**src/rtl/tsr_pkg.sv**
```systemverilog
package tsr_pkg;
    localparam int CNT_W = 16;
    localparam int NFLAG = 4;

    // flag index order also defines irq / irq_en bit order
    localparam int IX_A   = 0;
    localparam int IX_B   = 1;
    localparam int IX_OVF = 2;
    localparam int IX_UNF = 3;

    // status byte bit that carries each flag
    function automatic int flag_bit(input int ix);
        case (ix)
            IX_A:    return 0;
            IX_B:    return 1;
            IX_OVF:  return 5;
            default: return 6;
        endcase
    endfunction

    typedef struct packed {
        logic flag;
        logic arm;
    } cell_st_t;

    typedef struct packed {
        logic             dir;
        logic             vld;
        logic [CNT_W-1:0] prev;
    } top_st_t;
endpackage

```
**src/rtl/tsr_evt.sv**
```systemverilog
module tsr_evt #(
    parameter int W = 16
) (
    input  logic [W-1:0] cnt_val,
    input  logic [W-1:0] cnt_prev,
    input  logic         prev_vld,
    input  logic [1:0]   cap_mode,
    input  logic [1:0]   cmp_hit,
    input  logic [1:0]   cap_hit,
    output logic [3:0]   set_ev
);
    localparam logic [W-1:0] ALL1 = {W{1'b1}};
    localparam logic [W-1:0] ALL0 = '0;

    genvar g;
    generate
        for (g = 0; g < 2; g++) begin : g_gr
            assign set_ev[g] = cap_mode[g] ? cap_hit[g] : cmp_hit[g];
        end
    endgenerate

    assign set_ev[2] = prev_vld && (cnt_prev == ALL1) && (cnt_val == ALL0);
    assign set_ev[3] = prev_vld && (cnt_prev == ALL0) && (cnt_val == ALL1);
endmodule

```
**src/rtl/tsr_flag_cell.sv**
```systemverilog
module tsr_flag_cell
    import tsr_pkg::*;
(
    input  logic clk,
    input  logic rst_n,
    input  logic set_i,
    input  logic rd_i,
    input  logic wr_i,
    input  logic wr_zero_i,
    input  logic xclr_i,
    output logic flag_o
);
    cell_st_t st_d, st_q;
    logic     clr;

    always_comb begin
        st_d = st_q;
        if (rd_i)
            st_d.arm = st_q.flag;
        else if (wr_i)
            st_d.arm = 1'b0;
        clr = (wr_zero_i && st_q.arm) || xclr_i;
        if (set_i)
            st_d.flag = 1'b1;
        else if (clr)
            st_d.flag = 1'b0;
    end

    always_ff @(posedge clk or negedge rst_n) begin
        if (!rst_n)
            st_q <= '0;
        else
            st_q <= st_d;
    end

    assign flag_o = st_q.flag;

    a_r9_set_wins: assert property (@(posedge clk) disable iff (!rst_n)
        set_i |=> flag_o);

    a_r7_no_clear_unarmed: assert property (@(posedge clk) disable iff (!rst_n)
        (flag_o && !st_q.arm && !xclr_i) |=> flag_o);

    a_r8_hold: assert property (@(posedge clk) disable iff (!rst_n)
        (flag_o && !(wr_zero_i && st_q.arm) && !xclr_i) |=> flag_o);

    a_r10_xfer_clears: assert property (@(posedge clk) disable iff (!rst_n)
        (xclr_i && !set_i) |=> !flag_o);
endmodule

```
**src/rtl/tsr_top.sv**
```systemverilog
module tsr_top
    import tsr_pkg::*;
(
    input  logic             clk,
    input  logic             rst_n,
    input  logic [CNT_W-1:0] cnt_val,
    input  logic             cnt_up,
    input  logic [1:0]       cap_mode,
    input  logic [1:0]       cmp_hit,
    input  logic [1:0]       cap_hit,
    input  logic             reg_rd,
    input  logic             reg_wr,
    input  logic [7:0]       reg_wdata,
    input  logic [1:0]       xfer_clr,
    input  logic             xfer_dis_sel,
    input  logic             xfer_cnt_zero,
    input  logic [NFLAG-1:0] irq_en,
    output logic [7:0]       rd_data,
    output logic [NFLAG-1:0] irq
);
    top_st_t          st_d, st_q;
    logic [NFLAG-1:0] set_ev;
    logic [NFLAG-1:0] flags;
    logic [NFLAG-1:0] xclr;
    logic             xfer_ok;

    always_comb begin
        st_d      = st_q;
        st_d.dir  = cnt_up;
        st_d.vld  = 1'b1;
        st_d.prev = cnt_val;
    end

    always_ff @(posedge clk or negedge rst_n) begin
        if (!rst_n) begin
            st_q.dir  <= 1'b1;
            st_q.vld  <= 1'b0;
            st_q.prev <= '0;
        end else begin
            st_q <= st_d;
        end
    end

    tsr_evt #(.W(CNT_W)) u_evt (
        .cnt_val  (cnt_val),
        .cnt_prev (st_q.prev),
        .prev_vld (st_q.vld),
        .cap_mode (cap_mode),
        .cmp_hit  (cmp_hit),
        .cap_hit  (cap_hit),
        .set_ev   (set_ev)
    );

    assign xfer_ok = !xfer_dis_sel && !xfer_cnt_zero;

    genvar g;
    generate
        for (g = 0; g < NFLAG; g++) begin : g_flag
            localparam int BP = flag_bit(g);
            if (g < 2) begin : g_xc
                assign xclr[g] = xfer_clr[g] && xfer_ok;
            end else begin : g_nx
                assign xclr[g] = 1'b0;
            end
            tsr_flag_cell u_cell (
                .clk       (clk),
                .rst_n     (rst_n),
                .set_i     (set_ev[g]),
                .rd_i      (reg_rd),
                .wr_i      (reg_wr),
                .wr_zero_i (reg_wr && !reg_wdata[BP]),
                .xclr_i    (xclr[g]),
                .flag_o    (flags[g])
            );
        end
    endgenerate

    assign rd_data = {st_q.dir, flags[IX_UNF], flags[IX_OVF], 1'b1, 2'b00,
                      flags[IX_B], flags[IX_A]};
    assign irq     = flags & irq_en;

    a_r1_dir: assert property (@(posedge clk) disable iff (!rst_n)
        1'b1 |=> (rd_data[7] == $past(cnt_up)));

    a_r3_overflow: assert property (@(posedge clk) disable iff (!rst_n)
        (st_q.vld && st_q.prev == {CNT_W{1'b1}} && cnt_val == '0) |=> rd_data[5]);

    a_r2_underflow: assert property (@(posedge clk) disable iff (!rst_n)
        (st_q.vld && st_q.prev == '0 && cnt_val == {CNT_W{1'b1}}) |=> rd_data[6]);

    a_r10_qualifier: assert property (@(posedge clk) disable iff (!rst_n)
        (rd_data[0] && (xfer_dis_sel || xfer_cnt_zero) && !reg_wr) |=> rd_data[0]);
endmodule

```
**config.mk**
```make
export PLATFORM = sky130hd
export DESIGN_NAME = tsr_top
export DESIGN_NICKNAME = d
export VERILOG_FILES = /design/src/rtl/tsr_pkg.sv /design/src/rtl/tsr_evt.sv /design/src/rtl/tsr_flag_cell.sv /design/src/rtl/tsr_top.sv
export SDC_FILE = /design/constraint.sdc
export NUM_CORES = 1
export LEC_CHECK = 0
export ABC_AREA = 1
export ABC_CLOCK_PERIOD_IN_PS = 1100
export BUFFER_PORTS_ARGS = -buffer_cell sky130_fd_sc_hd__buf_2
export CORE_AREA = 2 2 55 57
export CTS_CLUSTER_SIZE = 14
export DETAILED_ROUTE_END_ITERATION = 8
export DIE_AREA = 0 0 57 59
export GPL_ROUTABILITY_DRIVEN = 1
export PLACE_DENSITY = 0.72
export SLEW_MARGIN = 10
export SYNTH_ARGS = -nofsm -noshare
export SYNTH_HDL_FRONTEND = slang
export SYNTH_SLANG_ARGS = --single-unit
```
**constraint.sdc**
```tcl
create_clock -name clk -period 1.1 [get_ports clk]
set_input_delay 0.22 -clock clk [delete_from_list [all_inputs] [get_ports clk]]
set_output_delay 0.22 -clock clk [all_outputs]
set_load 0.03 [all_outputs]
```
==> qor.yml, run 1 <==
outcome:
  outcome: "complete, but fails checks"
  violations: "setup timing"
floorplanning:
  rows: 19
  initial_core_util_pct: 43.8
  dieHeight_um: 59
  core_mm2: 0.00271
  die_area_mm2: 0.00336
  io_pins: 55
  die_w_um: 57
drt:
  post_drt_wl_per_cell_um: 9.83
  initialDrtViolationCount: 43
  vias: 1019
  drtPass1Iterations: 4
  wirelength_um: 2260
  drc: 0
  ant_nets: 0
  vias_per_cell: 4.43
timing:
  fin_ws_ps: -104
  rsz0062_at_grt: "yes"
  drv_slew: 0
  post-route-period-util_pct: 109
  fmax_ghz: 0.831
  setup_violations: 8
  setup_tns_ps: -564
  timing.hold.ws_ps: 28.4
  relSlewSlack_pct: 62.1
  skew_ps: 8.79
  tightest_slew_ps: 568
  post-route-min-period_ps: 1200
  final_hold_viol_count: 0
synth:
  yosys_warnings: 0
  synth_seq_area_share_pct: 55.0
  yosys-top-cells-area: "dfrtp_1, nand2_1, nor2_1"
  syn_inst: 145
  netlist_area_mm2: 0.00119
  ys_seq_elements: 26
  yosysTopAreaCell: "dfrtp_1"
  synth.distinct_cells: 13
  synth_top_area_share_pct: 52.7
  postSynthAreaPerCell_um2: 8.18
final_layout:
  nets: 243
  final_common_cell: "nand2_1"
  final_layout_size_suffix_gt1_share_pct: 31.2
  diodes: 0
  area_growth_pct: 32.0
  layout.cells.non_filler: 230
  final_cell_mix: "nand2_1, buf_2, nor2_1"
global_route:
  grt_pass1_vias: 1020
  grt-ovfl-total: 0
  antenna_found_initial: 0
  track_usage_pct: 14.3
  grt_pass1_wl_um: 3810
  grt_max_degree: 27
placement:
  dp_cells: 217
  hpwlAfterDp_um: 1670
  port_buffers: 47
  place_ws_ps: 207
  gp_congestion: 0.755
power:
  clockPowerShare_pct: 22.7
  intPower_mw: 1.29
  p_comb_share_pct: 17.8
  netSwitchingFraction_pct: 25.7
  p_switching_mw: 0.446
  leakage_nw: 0.860
  seqPwrFrac_pct: 59.5
  ir_worst_vdd_uv: 823
  powerDensity_mw_per_mm2: 1110
clock_network:
  clkSinkCount: 26
  cts_buffer_depth: 2
  htree_levels: 1
  clkLatencyLatePin_ps: 310
  cts_made_buffers: 3
  cts_tree: "done"
  path_clk_slew_ps: 130
  root_buffer: "clkbuf_4"
setup_path:
  cp_max_fo: 3
  timing.rr.start: "g_flag[1].u_cell.flag_o"
  startpoint_type: "register"
  crit_path_end_kind: "primary output"
  crit_path_top_delay_cell: "dfrtp_1"
  r2r-end: "g_flag[1].u_cell.flag_o"
  r2r_cells: 4
  worst-path-buf-inv: 2
  crit_chain: "nand2_1 -> inv_1 -> buf_6"
  cp.required_ps: 880
  rrSetupSlack_ps: 180
  path_class: "reg -> out"
  cp.arrival_ps: 980
  timing.critical_path.slowest_cell_delay_ps: 430
  cp_top_family: "flip-flops"
min_path:
  min_to: "st_q[2]"
  hp-class: "in -> reg"
  hp-start: "cnt_val[2]"
  worstHoldPathCells: 1
run:
  maxCapViolations: 0
[logic make-up (layout without fill, tap and decap cells)]
family | Yosys count | after routing | synth area share (%)
multiplexers | 2 | 2 | 1.69
buffers and inverters | 30 | 82 | 12.0
other | 2 | 4 | 0.633
flip-flops | 26 | 26 | 55.0
AND/OR/NAND/NOR | 79 | 79 | 26.5
AO/OA/AOI/OAI | 6 | 6 | 4.22
[registers in the layout, summed over array words and instances (netlist names)]
name and cells:
rd_data 1, g_flag.u_cell.flag_o 4, st_q 17, g_flag.u_cell.st_q 4
[worst max-delay path by stage]
stage	endpoint	cells past startpoint	from	slack (ps)
final	irq[0]	3	g_flag[0].u_cell.flag_o	-100
after global routing	irq[2]	3	g_flag[2].u_cell.flag_o	-160
after CTS	irq[1]	3	g_flag[1].u_cell.flag_o	-110
after detailed placement	g_flag[3].u_cell.flag_o	7	st_q[9]	210
after global placement	g_flag[2].u_cell.flag_o	6	cnt_val[4]	200
after floorplan	rd_data[7]	1	rd_data[7]	250
[Yosys cell counts (all sizes together)]
cell type and n:
nand2 42, nor2 27, dfrtp 25, inv 22, buf 8, nand3 8, o21ai 4, conb 2
mux2i 2, o211ai 2, dfstp 1, nand4 1, or2 1
[metrics by stage]
stage	power, mW	utilization [%]	instance area [um^2]
finish	1.74	57.8	1570
global route	1.85	57.8	1570
CTS	1.74	56.5	1530
detailed placement	1.31	51.9	1410
global placement	1.30	51.9	1410
floorplan	1.19	-	1190
[worst register-to-register path, stage by stage (launching register included)]
cell and delay (ps):
dfrtp_1 410, buf_6 130, buf_4 120, o211ai_1 90
nand2_1 80
[layer usage]
layer / wire length, um / global-route usage, % / vias up / share of wire (%)
met4: 0 / 4.98 / 0 / 0
met1: 921 / 16.1 / 451 / 41
met3: 170 / 2.18 / 0 / 7.5
met5: 0 / 0 / - / 0
li1: - / - / 529 / -
met2: 1170 / 27.6 / 39 / 52
[power groups by stage]
stage	sequential (mW)	combinational (mW)	clock (mW)
4_1_cts	1.03	0.288	0.421
5_1_grt	1.04	0.344	0.465
3_5_place_dp	1.05	0.254	0
3_3_place_gp	1.05	0.247	0
6_report	1.03	0.309	0.395
2_1_floorplan	1.05	0.148	0
[layout make-up]
class	instances	area (um^2)
multi-input cells	91	399
fillers	261	1140
flip-flops and latches	26	652
clock buffers	4	26.3
repair buffers	56	367
well taps	31	38.8
inverters	22	82.6
[what timing repair did]
item / CTS / global route
hold buffers: 2 / 1
buffers inserted: 4 / 2
endpoints found under the hold margin: 26 / 1
setup endpoints to repair: 9 / 9
resized for setup: 15 / 4
pin swaps: 1 / 0
gates cloned: 0 / 0
No activity file was read; power rests on OpenSTA's default activity.
==> run 2, diff against run 1 <==
--- a/config.mk
+++ b/config.mk
@@ -13,6 +13,7 @@
 export DETAILED_ROUTE_END_ITERATION = 8
 export DIE_AREA = 0 0 57 59
 export GPL_ROUTABILITY_DRIVEN = 1
+export MAX_ROUTING_LAYER = met4
 export PLACE_DENSITY = 0.72
 export SLEW_MARGIN = 10
 export SYNTH_ARGS = -nofsm -noshare
==> constraint.sdc (replaced) <==
create_clock -name clk -period 1.1 [get_ports clk]
set_input_delay 0.22 -clock clk [delete_from_list [all_inputs] [get_ports clk]]
set_output_delay 0.22 -clock clk [all_outputs]
set_load 0.005 [all_outputs]
==> qor.yml, run 2 (synthesis results as in run 1) <==
setup_path:
  crit_path_end_kind: "primary output"
  path_class: "reg -> out"
  timing.critical_path.slowest_cell_delay_ps: 430  # about the same
  cp.arrival_ps: 950  # -30 ps
  crit_path_top_delay_cell: "dfrtp_1"
  startpoint_type: "register"
  cp.required_ps: 880  # about the same
  cp_max_fo: 4  # +1
  crit_chain: "nand2_1 -> inv_1 -> buf_2"
floorplanning:
  rows: 19  # unchanged
  die_w_um: 57  # unchanged
  core_mm2: 0.00271  # unchanged
  initial_core_util_pct: 43.8  # unchanged
  io_pins: 55  # unchanged
  dieHeight_um: 59  # unchanged
  die_area_mm2: 0.00336  # unchanged
global_route:
  grt-ovfl-total: 0  # unchanged
  antenna_found_initial: 0  # unchanged
  grt_pass1_vias: 876  # -14%
  grt_pass1_wl_um: 3340  # -12%
  track_usage_pct: 13.0  # -1.3 points
  grt_max_degree: 27  # unchanged
final_layout:
  final_layout_size_suffix_gt1_share_pct: 29.9  # -1.3 points
  regArea_um2: 652  # unchanged
  largest_register_ffs: 17  # unchanged
  diodes: 0  # unchanged
  final_cell_mix: "buf_2, nand2_1, nor2_1"
  final_common_cell: "buf_2"
  utilization_pct: 54.7  # -3.1 points
  multi_input_comb_area_um2: 399  # unchanged
  num-fill-cells: 273  # +4.6%
  top_register: "st_q"
  area_growth_pct: 24.9
  nets: 238  # -2.1%
drt:
  initialDrtViolationCount: 20  # -53%
  drc: 0  # unchanged
  vias: 980  # -3.8%
  post_drt_wl_per_cell_um: 9.03  # -8.2%
  drtPass1Iterations: 4  # unchanged
  wirelength_um: 2030  # -10%
  vias_per_cell: 4.36  # -1.7%
  ant_nets: 0  # unchanged
timing:
  relSlewSlack_pct: 63.2  # +1.1 points
  post-route-min-period_ps: 1170  # -30.7 ps
  post-route-period-util_pct: 107  # -2.8 points
  skew_ps: 3.61  # -5.18 ps
  tightest_slew_ps: 551  # -17.0 ps
  final_hold_viol_count: 0  # unchanged
  rsz0062_at_grt: "yes"
  setup_violations: 5  # -3
  fin_ws_ps: -73.0  # +30.7 ps
  drv_slew: 0  # unchanged
  fmax_ghz: 0.852  # +2.6%
clock_network:
  cts_buffer_depth: 2  # unchanged
  htree_levels: 1  # unchanged
  cts_made_buffers: 3  # unchanged
  clkSinkCount: 26  # unchanged
  root_buffer: "clkbuf_4"
  path_clk_slew_ps: 130  # about the same
  cts_tree: "done"
  postCtsResizedCells: 0  # -15
  clkLatencyLatePin_ps: 310  # about the same
power:
  seqPwrFrac_pct: 60.2  # +0.7 points
  leakage_nw: 0.827  # -3.9%
  netSwitchingFraction_pct: 23.2  # -2.5 points
  powerDensity_mw_per_mm2: 1160  # +4.3%
  p_comb_share_pct: 12.9  # -4.9 points
  clockPowerShare_pct: 26.9  # +4.2 points
  ir_worst_vdd_uv: 827  # +0.45%
  p_switching_mw: 0.398  # -11%
  intPower_mw: 1.32  # +2.0%
outcome:
  violations: "setup timing"
  outcome: "complete, but fails checks"
placement:
  gp_congestion: 0.769  # +1.8%
  hpwlAfterDp_um: 1640  # -1.7%
  place_ws_ps: 218  # +11.8 ps
  port_buffers: 47  # unchanged
min_path:
  hp-class: "in -> reg"
run:
  maxCapViolations: 0  # unchanged
-- run 2: power groups by stage --
stage | registers, mW | logic [mW] | clock network (mW)
6_report | 1.03 | 0.221 | 0.461
5_1_grt | 1.04 | 0.255 | 0.532
4_1_cts | 1.03 | 0.224 | 0.483
3_5_place_dp | 1.05 | 0.211 | 0
3_3_place_gp | 1.05 | 0.205 | 0
2_1_floorplan | 1.05 | 0.105 | 0
-- run 2: area by class of cell --
| type | instances | area share, % |
|---|---|---|
| timing repair buffer | 51 | 18.4 |
| inverter | 22 | 5.57 |
| tap | 31 | 2.62 |
| clock buffer | 4 | 2.45 |
| multi-input combinational | 91 | 26.9 |
| sequential | 26 | 44.0 |
-- run 2: repair_timing --
action                     CTS  global route
setup endpoints to repair    9             9
hold endpoints to repair    26             1
hold buffers                 2             1
pin swaps                    1             0
setup buffers                1             0
-- run 2: critical path: cells and delay by family (launching register included) --
family,cells,cell delay (ps)
flip-flops,1,430
buffers and inverters,2,140
AND/OR/NAND/NOR,1,70
-- run 2: per-layer routing --
| metal | global-route usage, % | wire (um) | vias to the layer above |
|---|---|---|---|
| met5 | - | 0 | - |
| met4 | 4.98 | 0 | 0 |
| met3 | 2.62 | 171 | 0 |
| met2 | 23.3 | 1010 | 37 |
| met1 | 14.3 | 853 | 427 |
| li1 | - | - | 516 |
-- run 2: worst paths after layout --
path                                           from                       end  slack (ps)  cells after the start
max reg2reg                                 st_q[7]   g_flag[3].u_cell.flag_o         200                      7
max                         g_flag[1].u_cell.flag_o                    irq[1]         -70                      3
min in group asynchronous                     rst_n  g_flag[2].u_cell.st_q[0]         420                      2
min                                      cnt_val[2]                   st_q[2]          30                      1
max in group asynchronous                     rst_n                rd_data[7]         310                      2
min reg2reg                g_flag[3].u_cell.st_q[0]  g_flag[3].u_cell.st_q[0]         530                      2
-- run 2: through the flow --
| step | instances | cell area [um^2] | hold WS, ps | power, mW | TNS (ps) |
|---|---|---|---|---|---|
| finish | 225 | 1480 | 28.6 | 1.71 | -295 |
| global route | 225 | 1480 | 4.91 | 1.83 | -779 |
| CTS | 224 | 1470 | 10.9 | 1.74 | -420 |
| detailed placement | 217 | 1410 | 240 | 1.26 | 0 |
| global placement | 217 | 1410 | 235 | 1.26 | 0 |
| floorplan | 147 | 1190 | -75.6 | 1.15 | 0 |
==> run 3, diff against run 2 <==
--- a/config.mk
+++ b/config.mk
@@ -5,16 +5,15 @@
 export SDC_FILE = /design/constraint.sdc
 export NUM_CORES = 1
 export LEC_CHECK = 0
-export ABC_AREA = 1
 export ABC_CLOCK_PERIOD_IN_PS = 1100
 export BUFFER_PORTS_ARGS = -buffer_cell sky130_fd_sc_hd__buf_2
-export CORE_AREA = 2 2 55 57
+export CORE_AREA = 2 2 53 55
 export CTS_CLUSTER_SIZE = 14
 export DETAILED_ROUTE_END_ITERATION = 8
-export DIE_AREA = 0 0 57 59
+export DIE_AREA = 0 0 55 57
 export GPL_ROUTABILITY_DRIVEN = 1
 export MAX_ROUTING_LAYER = met4
-export PLACE_DENSITY = 0.72
+export PLACE_DENSITY = 0.71
 export SLEW_MARGIN = 10
 export SYNTH_ARGS = -nofsm -noshare
 export SYNTH_HDL_FRONTEND = slang
==> qor.yml, run 3 <==
final_layout:
  multi_input_comb_area_um2: 380  # -4.7%
  diodes: 0  # unchanged
  final_layout_size_suffix_gt1_share_pct: 48.3  # +18 points
  top_register: "st_q"
  regArea_um2: 652  # unchanged
  nets: 189  # -21%
  num-fill-cells: 236  # -14%
  final_common_cell: "buf_2"
  area_growth_pct: 42.1
  final_cell_mix: "buf_2, dfrtp_1, buf_4"
  largest_register_ffs: 17  # unchanged
placement:
  port_buffers: 47  # unchanged
  gp_congestion: 0.736  # -4.3%
  place_ws_ps: -547  # -765 ps
  hpwlAfterDp_um: 1600  # -2.7%
synth:
  synth.most_common_cell: "dfrtp_1"
  synth_flop_cell: "dfrtp_1"
  synth.top_cells.by_count: "dfrtp_1, buf_4, nand2_1, nand4_1"
  synth_seq_area_share_pct: 62.0  # +7.0 points
  ys_seq_elements: 26  # unchanged
  yosys-top-cells-area: "dfrtp_1, buf_4, nand4_1"
  synth_edf_count: 0  # unchanged
  yosysTopAreaCell: "dfrtp_1"
  yosys_warnings: 0  # unchanged
  synth_top_area_share_pct: 59.5  # +6.7 points
  syn_inst: 85  # -41%
  postSynthAreaPerCell_um2: 12.4  # +51%
  async_reset_ff_share_pct: 100  # unchanged
  synth.distinct_cells: 26  # +13
  netlist_area_mm2: 0.00105  # -11%
power:
  ir_worst_vdd_uv: 918  # +11%
  leakage_nw: 0.704  # -15%
  powerDensity_mw_per_mm2: 1160  # +0.39%
clock_network:
  cts_buffer_depth: 2  # unchanged
  clkLatencyLatePin_ps: 320  # about the same
  cts_tree: "done"
  htree_levels: 1  # unchanged
  cts_made_buffers: 3  # unchanged
  clkSinkCount: 26  # unchanged
  path_clk_slew_ps: 130  # about the same
  root_buffer: "clkbuf_4"
setup_path:
  timing.rr.start: "st_q[1]"
  crit_start: "st_q[1]"
  cp_max_fo: 2  # -2
  r2r-end: "g_flag[2].u_cell.flag_o"
  path_class: "reg -> reg"
  rrSetupSlack_ps: -510  # -710 ps
  r2r_cells: 3  # -4
  cp.required_ps: 1340  # +460 ps
  cp.arrival_ps: 1850  # +900 ps
  startpoint_type: "register"
  crit_path_end_kind: "register"
timing:
  drv_slew: 0  # unchanged
  fin_ws_ps: -506  # -433 ps
  fmax_ghz: 0.623  # -27%
  setup_violations: 9  # +4
  setup_tns_ps: -1370  # -1070 ps
  post-route-min-period_ps: 1610  # +433 ps
  tightest_slew_ps: 554  # +2.57 ps
  relSlewSlack_pct: 63.1  # -0.17 points
  post-route-period-util_pct: 146  # +39 points
  skew_ps: 1.61  # -2.00 ps
  timing.hold.ws_ps: 20.6  # -8.03 ps
  rsz0062_at_grt: "yes"
  final_hold_viol_count: 0  # unchanged
min_path:
  worstHoldPathCells: 1  # unchanged
  min_to: "st_q[12]"
  hp-start: "cnt_val[12]"
  hp-class: "in -> reg"
floorplanning:
  dieHeight_um: 57  # -3.4%
  die_area_mm2: 0.00314  # -6.8%
  die_w_um: 55  # -3.5%
  rows: 19  # unchanged
  core_mm2: 0.00262  # -3.5%
  io_pins: 55  # unchanged
  initial_core_util_pct: 40.2  # -3.5 points
global_route:
  grt_pass1_wl_um: 3420  # +2.3%
  grt_max_degree: 27  # unchanged
  grt-ovfl-total: 0  # unchanged
  antenna_found_initial: 0  # unchanged
  track_usage_pct: 15.7  # +2.7 points
  grt_pass1_vias: 877  # +0.11%
drt:
  initialDrtViolationCount: 5  # -75%
  drc: 0  # unchanged
  wirelength_um: 2170  # +7.0%
  drtPass1Iterations: 2  # -2
  post_drt_wl_per_cell_um: 12.4  # +37%
  vias_per_cell: 5.02  # +15%
  vias: 883  # -9.9%
  ant_nets: 0  # unchanged
outcome:
  outcome: "complete, but fails checks"
  violations: "setup timing"
run:
  maxCapViolations: 0  # unchanged
[run 3: worst max-delay path: stages (launching register included)]
cell and delay, ps:
dfrtp_1 360, or4bb_1 480, or4_4 520, o31ai_2 170
[run 3: routing by layer]
layer	up-vias	part of all wire, %	global-route usage [%]
met5	-	0	-
met4	0	1.8	7.32
met3	5	9.6	3.93
met2	47	51	27.2
met1	409	38	16.1
li1	422	-	-
[run 3: logic make-up after synthesis]
family | after synthesis | share of synthesized area [%]
flops | 26 | 62.0
other cells | 2 | 0.714
mux | 2 | 2.14
buf+inv | 8 | 5.71
simple gates | 39 | 22.9
compound gates | 8 | 6.54
[run 3: metrics by stage]
step	util, %	cells	area [um^2]	power [mW]
2_1_floorplan	-	87	1060	1.12
4_1_cts	55.2	172	1440	1.73
3_5_place_dp	49.3	159	1290	1.23
5_1_grt	57.2	176	1500	1.83
6_report	57.2	176	1500	1.74
3_3_place_gp	49.3	159	1290	1.22
[run 3: worst max path at each step]
stage,to,slack (ps),cells past startpoint
after detailed placement,g_flag[2].u_cell.flag_o,-550,4
after global routing,g_flag[2].u_cell.flag_o,-550,3
after CTS,g_flag[2].u_cell.flag_o,-510,3
after global placement,g_flag[2].u_cell.flag_o,-550,4
final,g_flag[2].u_cell.flag_o,-510,3
after floorplan,g_flag[2].u_cell.flag_o,-440,3
[run 3: final cells by class]
cell class,instances,share of cell area (%)
well taps,31,2.59
repair buffers,62,25.9
multi-input cells,53,25.4
clock buffers,4,2.43
flip-flops and latches,26,43.6
[run 3: power breakdown]
part	total, mW	switching [mW]	internal, mW	leakage [nW]
clock network	0.474	0.271	0.202	0.0210
registers	1.03	0.0287	1.01	0.308
logic	0.229	0.0934	0.136	0.376
[run 3: repair_timing]
action,in CTS,in global routing
endpoints found under the setup margin,10,11
pin swaps,5,2
gates cloned,0,0
resized for setup,8,4
hold endpoints to repair,26,2
buffers inserted,7,2
hold buffers,2,2
